`src/rtl/swd_pkg.sv`:
```
package swd_pkg;
  typedef enum logic [1:0] {
    VERDICT_UNIQUE = 2'd0,
    VERDICT_TIE    = 2'd1,
    VERDICT_SILENT = 2'd2
  } verdict_e;
endpackage

```
`src/rtl/swd_lane_counter.sv`:
```
module swd_lane_counter #(
  parameter int CNT_W = 8
) (
  input  logic             clk,
  input  logic             rst_n,
  input  logic             clear,
  input  logic             count_en,
  input  logic             spike,
  output logic [CNT_W-1:0] cnt_q,
  output logic [CNT_W-1:0] cnt_next
);
  localparam logic [CNT_W-1:0] CNT_MAX = '1;
  localparam logic [CNT_W-1:0] CNT_ONE = {{(CNT_W-1){1'b0}}, 1'b1};

  function automatic logic [CNT_W-1:0] bump(input logic [CNT_W-1:0] v);
    return (v == CNT_MAX) ? v : v + CNT_ONE;
  endfunction

  always_comb begin
    if (clear)
      cnt_next = {{(CNT_W-1){1'b0}}, spike};
    else if (count_en && spike)
      cnt_next = bump(cnt_q);
    else
      cnt_next = cnt_q;
  end

  always_ff @(posedge clk or negedge rst_n) begin
    if (!rst_n) cnt_q <= '0;
    else        cnt_q <= cnt_next;
  end
endmodule

```
`src/rtl/swd_winner_pick.sv`:
```
module swd_winner_pick
  import swd_pkg::*;
#(
  parameter int NUM_NEURONS = 10,
  parameter int CNT_W       = 8,
  localparam int IDX_W      = $clog2(NUM_NEURONS)
) (
  input  logic [NUM_NEURONS*CNT_W-1:0] counts,
  output logic [IDX_W-1:0]             best_idx,
  output logic [CNT_W-1:0]             best_cnt,
  output verdict_e                     verdict
);
  logic seen;
  logic dup;

  always_comb begin
    best_idx = '0;
    best_cnt = counts[0 +: CNT_W];
    for (int i = 1; i < NUM_NEURONS; i++) begin
      if (counts[i*CNT_W +: CNT_W] > best_cnt) begin
        best_cnt = counts[i*CNT_W +: CNT_W];
        best_idx = IDX_W'(i);
      end
    end
    seen = 1'b0;
    dup  = 1'b0;
    for (int i = 0; i < NUM_NEURONS; i++) begin
      if (counts[i*CNT_W +: CNT_W] == best_cnt) begin
        dup  = dup | seen;
        seen = 1'b1;
      end
    end
    if (best_cnt == '0)  verdict = VERDICT_SILENT;
    else if (dup)        verdict = VERDICT_TIE;
    else                 verdict = VERDICT_UNIQUE;
  end
endmodule

```
`src/rtl/spike_winner_decoder.sv`:
```
module spike_winner_decoder
  import swd_pkg::*;
#(
  parameter int NUM_NEURONS = 10,
  parameter int CNT_W       = 8,
  localparam int IDX_W      = $clog2(NUM_NEURONS)
) (
  input  logic                   clk,
  input  logic                   rst_n,
  input  logic                   win_start,
  input  logic                   win_end,
  input  logic [NUM_NEURONS-1:0] spikes,
  output logic                   result_valid,
  output logic [IDX_W-1:0]       class_idx,
  output logic [CNT_W-1:0]       win_count,
  output logic                   tie_flag,
  output logic                   no_spike
);
  logic                         win_open;
  logic                         slot_live;
  logic                         close_evt;
  logic [NUM_NEURONS*CNT_W-1:0] lane_cnt;
  logic [NUM_NEURONS*CNT_W-1:0] lane_next;
  logic [IDX_W-1:0]             pick_idx;
  logic [CNT_W-1:0]             pick_cnt;
  verdict_e                     pick_verdict;

  assign slot_live = win_start | win_open;
  assign close_evt = win_end & slot_live;

  always_ff @(posedge clk or negedge rst_n) begin
    if (!rst_n)          win_open <= 1'b0;
    else if (win_end)    win_open <= 1'b0;
    else if (win_start)  win_open <= 1'b1;
  end

  for (genvar g = 0; g < NUM_NEURONS; g++) begin : g_lane
    swd_lane_counter #(.CNT_W(CNT_W)) u_cnt (
      .clk      (clk),
      .rst_n    (rst_n),
      .clear    (win_start),
      .count_en (win_open),
      .spike    (spikes[g]),
      .cnt_q    (lane_cnt[g*CNT_W +: CNT_W]),
      .cnt_next (lane_next[g*CNT_W +: CNT_W])
    );
  end

  swd_winner_pick #(.NUM_NEURONS(NUM_NEURONS), .CNT_W(CNT_W)) u_pick (
    .counts   (lane_next),
    .best_idx (pick_idx),
    .best_cnt (pick_cnt),
    .verdict  (pick_verdict)
  );

  always_ff @(posedge clk or negedge rst_n) begin
    if (!rst_n) begin
      result_valid <= 1'b0;
      class_idx    <= '0;
      win_count    <= '0;
      tie_flag     <= 1'b0;
      no_spike     <= 1'b0;
    end else begin
      result_valid <= close_evt;
      if (close_evt) begin
        class_idx <= pick_idx;
        win_count <= pick_cnt;
        tie_flag  <= (pick_verdict == VERDICT_TIE);
        no_spike  <= (pick_verdict == VERDICT_SILENT);
      end
    end
  end
endmodule

```
`config.mk`:
```
export PLATFORM = sky130hd
export DESIGN_NAME = spike_winner_decoder
export DESIGN_NICKNAME = d
export VERILOG_FILES = /design/src/rtl/swd_pkg.sv /design/src/rtl/swd_lane_counter.sv /design/src/rtl/swd_winner_pick.sv /design/src/rtl/spike_winner_decoder.sv
export SDC_FILE = /design/constraint.sdc
export NUM_CORES = 1
export LEC_CHECK = 0
export BUFFER_PORTS_ARGS = -buffer_cell sky130_fd_sc_hd__buf_2
export CORE_UTILIZATION = 55
export DETAILED_ROUTE_END_ITERATION = 10
export MAX_ROUTING_LAYER = met4
export PLACE_DENSITY = 0.72
export SETUP_SLACK_MARGIN = 0.15
export SYNTH_ARGS = -nofsm -noshare
export SYNTH_HDL_FRONTEND = slang
export SYNTH_SLANG_ARGS = --single-unit
```
`constraint.sdc`:
```
create_clock -name clk -period 25.9 [get_ports clk]
set_input_delay 5.18 -clock clk [delete_from_list [all_inputs] [get_ports clk]]
set_output_delay 5.18 -clock clk [all_outputs]
set_load 0.005 [all_outputs]
```
Word level (Yosys, flattened, before mapping):

Index checks and enable logic that the tools add are counted.

* bits in registers: 96
* bits in latches: 0
* bits in writable memories: 0
* bits in read-only memories: 0
* word-level logic and storage cells: 149
* memories: 0

* $add $sub $neg: 10
* multipliers: 0
* div/mod/pow operators: 0
* order comparisons: 9
* eq/ne operators: 22
* shift operators: 0
* mux-type cells: 70
* bitwise operators: 10
* reduce and logical (&&, ||, !) cells: 12

Operators with widths (number)
* $mux 8: 39
* $add 8x1->8 const B: 10
* $eq 8x8->1: 10
* $eq 8x8->1 const B: 10
* $gt 8x8->1: 9
* $mux 4: 8
* $mux 1: 22
* $logic_and 1x1->1: 10
* $or 1x1->1: 9
* $logic_not 8->1: 1
* $eq 2x1->1 const B: 1
* $eq 2x2->1 const B: 1
* $mux 2: 1
* $reduce_bool 2->1: 1
* $and 1x1->1: 1

Logic depth before layout (Yosys ltp):

* depth after elaboration: 44
* gate-level depth with buffers: 122
* mapped depth without buffers: 113

Hierarchy:

From an unflattened synthesis, not the netlist that was laid out.

* cell total of the unflattened synthesis: 1389
* area, all modules: 11707.5 um^2

Modules (own cells, without submodules)
* swd_winner_pick: instances 1, cells an instance 832, area an instance 5863.1 um^2
* swd_lane_counter: instances 10, cells an instance 52, area an instance 519.2 um^2
* spike_winner_decoder: instances 1, cells an instance 37, area an instance 651.9 um^2

Worst setup path after synthesis:

No wires, ideal clock.

* path type: input to register
* start: in win_start
* end: reg tie_flag
* library setup time: 64 ps
* arrival time: 25995 ps
* required time: 25836 ps
* path slack: -159 ps
* cell stages on the path: 110
* path through: clkbuf_1 clkbuf_1 clkbuf_1 buf_1 nor2_1 ha_1 nor4bb_1 a221oi_1 a211oi_1 or2_1 buf_6 o21ai_1 nor2_1 a21oi_1 ha_1 a21oi_1 nor2b_1 o21ai_0 (+74 left out) buf_6 ha_1 nor2b_1 o21a_1 o21ai_0 nand2b_1 a21oi_1 o21ai_0 o21ai_1 mux2i_2 a21oi_1 a21oi_1 nand3_1 a2111oi_1 maj3_1 nor2_1 o221ai_2 a21o_1

* cells in the longest elaborated chain, start to end: 41
* elaborated cells on any way between the ends: 70
* those cells by class: order compare (9); eq/ne (11); mux (39); bitwise (10); reduce/logical (1)

Ends and longest elaborated chain
* start: declaration: line spike_winner_decoder.sv:10 `input logic win_start,`
* $mux 8 *: line swd_lane_counter.sv:20 `if (clear)`
* net g_lane[1].u_cnt.cnt_next[3]: line swd_lane_counter.sv:10 `output logic [CNT_W-1:0] cnt_next`
* $gt 8x8->1: line swd_winner_pick.sv:20 `if (counts[i*CNT_W +: CNT_W] > best_cnt) begin`
* $mux 8: line swd_winner_pick.sv:20
* $gt 8x8->1: line swd_winner_pick.sv:20
* $mux 8: line swd_winner_pick.sv:20
* $gt 8x8->1: line swd_winner_pick.sv:20
* $mux 8: line swd_winner_pick.sv:20
* (+26 left out)
* $mux 1: line swd_winner_pick.sv:28 `if (counts[i*CNT_W +: CNT_W] == best_cnt) begin`
* $or 1x1->1: line swd_winner_pick.sv:29 `dup = dup | seen;`
* $mux 1: line swd_winner_pick.sv:28
* $or 1x1->1: line swd_winner_pick.sv:29
* $mux 1: line swd_winner_pick.sv:28
* $mux 1: line swd_winner_pick.sv:34 `else if (dup) verdict = VERDICT_TIE;`
* $mux 2 *: line swd_winner_pick.sv:33 `if (best_cnt == '0) verdict = VERDICT_SILENT;`
* $eq 2x1->1 *: line spike_winner_decoder.sv:68 `tie_flag <= (pick_verdict == VERDICT_TIE);`
* end signal: assignment: line spike_winner_decoder.sv:68
* end: declaration: line spike_winner_decoder.sv:16 `output logic tie_flag,`

Mark *: on every way through the listed nets, which the timed path passes. The rest lies on a longest branch.
A chain may end at the register's enable or synchronous reset.

Worst setup path in the final report:

* start: in spikes[0]
* end: reg tie_flag

* cells in the longest elaborated chain, start to end: 43
* elaborated cells on any way between the ends: 61
* those cells by class: order compare (9); eq/ne (11); mux (31); bitwise (8); reduce/logical (2)

Ends and longest elaborated chain
* start: declaration: line spike_winner_decoder.sv:12 `input logic [NUM_NEURONS-1:0] spikes,`
* $logic_and 1x1->1 *: line swd_lane_counter.sv:22 `else if (count_en && spike)`
* $mux 8 *: line swd_lane_counter.sv:22
* $mux 8 *: line swd_lane_counter.sv:20
* net g_lane[0].u_cnt.cnt_next[1]: line swd_lane_counter.sv:10
* $gt 8x8->1: line swd_winner_pick.sv:20
* $mux 8: line swd_winner_pick.sv:20
* $gt 8x8->1: line swd_winner_pick.sv:20
* $mux 8: line swd_winner_pick.sv:20
* (+28 left out)
* $mux 1: line swd_winner_pick.sv:28
* $or 1x1->1: line swd_winner_pick.sv:29
* $mux 1: line swd_winner_pick.sv:28
* $or 1x1->1: line swd_winner_pick.sv:29
* $mux 1: line swd_winner_pick.sv:28
* $mux 1: line swd_winner_pick.sv:34
* $mux 2 *: line swd_winner_pick.sv:33
* $eq 2x1->1 *: line spike_winner_decoder.sv:68

Marks and branches as above.

==> results.md <==
- Ports: 29
- Yosys Warn Count: 0
- Worst reg2reg setup slack: 5090 ps
- Maximum root-to-sink buffer count: 2
- Fraction of layout cells with a size suffix above 1: 0.174
- Critical Path Most Common Cell: a21o_1
- FMAX: 40.0 MHz
- Commonest cells after routing, fill and taps aside: 110 x nor2_1, 110 x nand2_1, 107 x xnor2_1
- Hold-fix buffers, CTS: 0
- Status: finished, final reports clean
- Clock root cell: clkbuf_16
- Worst-skew pair later-pin latency: 370 ps
- Pre-antenna DRT Iters: 8
- Reg-to-reg endpoint: tie_flag
- Die ar.: 0.0197 sq mm
- CTS tree: done
- Reg2reg path depth: 110
- # diodes: 0
- HPWL Detailed: 26.6 mm
- EDFF count, synth: 0
- Slew margin rel.: 0.363
- Area Growth Syn to Fin: 14.9%
- CP max stage cell: a2111oi_4
- Fin crit share: 0.965
- Crit. Startpoint: spikes[0]
- Average size of a mapped cell: 8.07 sq um
- Top cell type's share of synthesized area: 0.228
- Hold_sp: win_count[5]
- Final #Nets: 1466
- GRT Total Usage: 0.382
- Final setup viols: 0
- Hold Crit Class: flip-flop to flip-flop
- Max-cap violations: 0
- Worst Max-Slew Pin Slew: 956 ps
- Mapped cell area: 0.0105 sq mm
- Pins Over Slew Limit: 0
- Global-route wire length before repair: 56.0 mm
- Seq/Total Area, Yosys: 0.228
- Hold depth: 2
- Drt wl/cell: 22.7 um
- DR DRC count: 0
- Clk slew on worst S/H paths: 70 ps
- Clock skew: 6.73 ps
- Setup TNS: 0 ps
- Initial core utilization: 0.562
- Area contributors post-synth: dfrtp_1 23%, xnor2_1 8.9%, ha_1 8.7%, xor2_1 4.7%, nor2_1 4.1%
- Worst reg2reg startpoint: win_open
- Post-route ant nets: 0
- Number of CTS-inserted buffers: 9
- Via density: 6.68
- Crit path max fanout: 12
- Initial DRC Count: 1204
- Leading area contributor after synthesis: dfrtp_1
- Max incr delay on CP: 420 ps
- Syn_nets: 1393
- Critical path type: input port to flip-flop
- Number of global-route vias before repair: 9842
- Worst setup SP type: input port
- Die H: 140 um
- Mapped Cells: 1306
- GPL Wtd Cong: 1.05
- Pin count of the biggest net entering global routing: 50
- GRT overflow: 0
- Initial antenna violation count: 0
- Post-synth top flop: dfrtp_1
- Distinct cell type count after synthesis: 97
- Ys async rst share: 1.00
- Yosys reg bits: 96
- Total clock sinks: 96
- Req. time, crit path: 26210 ps
- Crit path time final: 24990 ps
- CTS H-Tree Depth: 3
- Port Buffers: 28
- Floorplan Core Area: 0.0188 sq mm
- Via count: 10.8k
- Row cnt: 50
- Final Instance Area: 0.0121 sq mm
- Hold Path End: win_count[5]
- Drt total wl: 36.7 mm
- Placed cell areas: 0.0112 sq mm
- Hold Vio Cnt, Final: 0
- Crit. End Element: flip-flop
- Chip width: 140 um
- WP data arrival: 25300 ps
kinds of logic (layout without fill, tap and decap cells):
group	after synthesis	after routing	share of synthesized area
multiplexers	52	52	0.0542
adder cells (fa/ha/maj)	75	75	0.0886
buffers and inverters	123	201	0.0471
AO/OA/AOI/OAI	328	328	0.226
AND/OR/NAND/NOR	469	469	0.221
XOR/XNOR	163	163	0.135
flip-flops	96	96	0.228
cells in the mapped netlist, drive strengths merged (31+ instances only):
master,number
dfrtp,96
xor2,56
mux2i,36
ha,73
inv,63
a21oi,65
xnor2,107
nand2,111
nand4,31
nor3,53
clkbuf,39
nor2,117
o21ai,73
nand3,57
metal layers:
layer  GRT usage  vias to the layer above  wire length, um
met5           -                        -                0
met4       0.160                        0             1650
met3      0.0745                      152             3520
met2       0.564                      618            15900
met1       0.509                     5120            15700
li1            -                     4921                -
flip-flops by register name (all words and copies together) (netlist names):
signal	flops
class_idx	4
g_lane.u_cnt.cnt_q	80
win_count	8
result_valid	1
win_open	1
no_spike	1
tie_flag	1
per-stage QoR:
step,util,hold slack (ps),worst slack [ps],std cells
2_1_floorplan,-,473,330,1306
3_3_place_gp,0.596,463,-316,1571
3_5_place_dp,0.596,470,-685,1571
4_1_cts,0.615,493,164,1589
5_1_grt,0.645,527,-208,1618
6_report,0.645,493,909,1618
worst max-delay path: cells and delay by family:
kind / cells / cell delay [ps]
adder cells (fa/ha/maj): 10 / 2790
AO/OA/AOI/OAI: 50 / 9020
XOR/XNOR: 1 / 70
multiplexers: 8 / 2200
AND/OR/NAND/NOR: 30 / 4430
buffers and inverters: 11 / 1540
timing repair:
item / CTS / global route
pin swaps: 1 / 18
gates resized for setup: 8 / 81
endpoints found under the setup margin: 1 / 14
cloned: 0 / 2
setup buffers: 2 / 27
worst max-delay path by stage:
stage,cells past startpoint,end,slack (ps)
floorplan,110,tie_flag,330
global placement,103,tie_flag,-320
detailed placement,110,tie_flag,-680
CTS,112,tie_flag,160
global route,110,tie_flag,-210
finish,110,tie_flag,910
area by class of cell:
type,instances,area [sq um]
clock buffers,10,239
repair buffers,114,866
multi-input cells,1087,7970
fillers,1612,6660
inverters,71,267
flip-flops and latches,96,2400
clock inverters,6,67.6
well taps,234,293
Power is left out: the tool's default activity adds up to more than one toggle a clock period on the data nets, which glitch-free logic cannot reach.
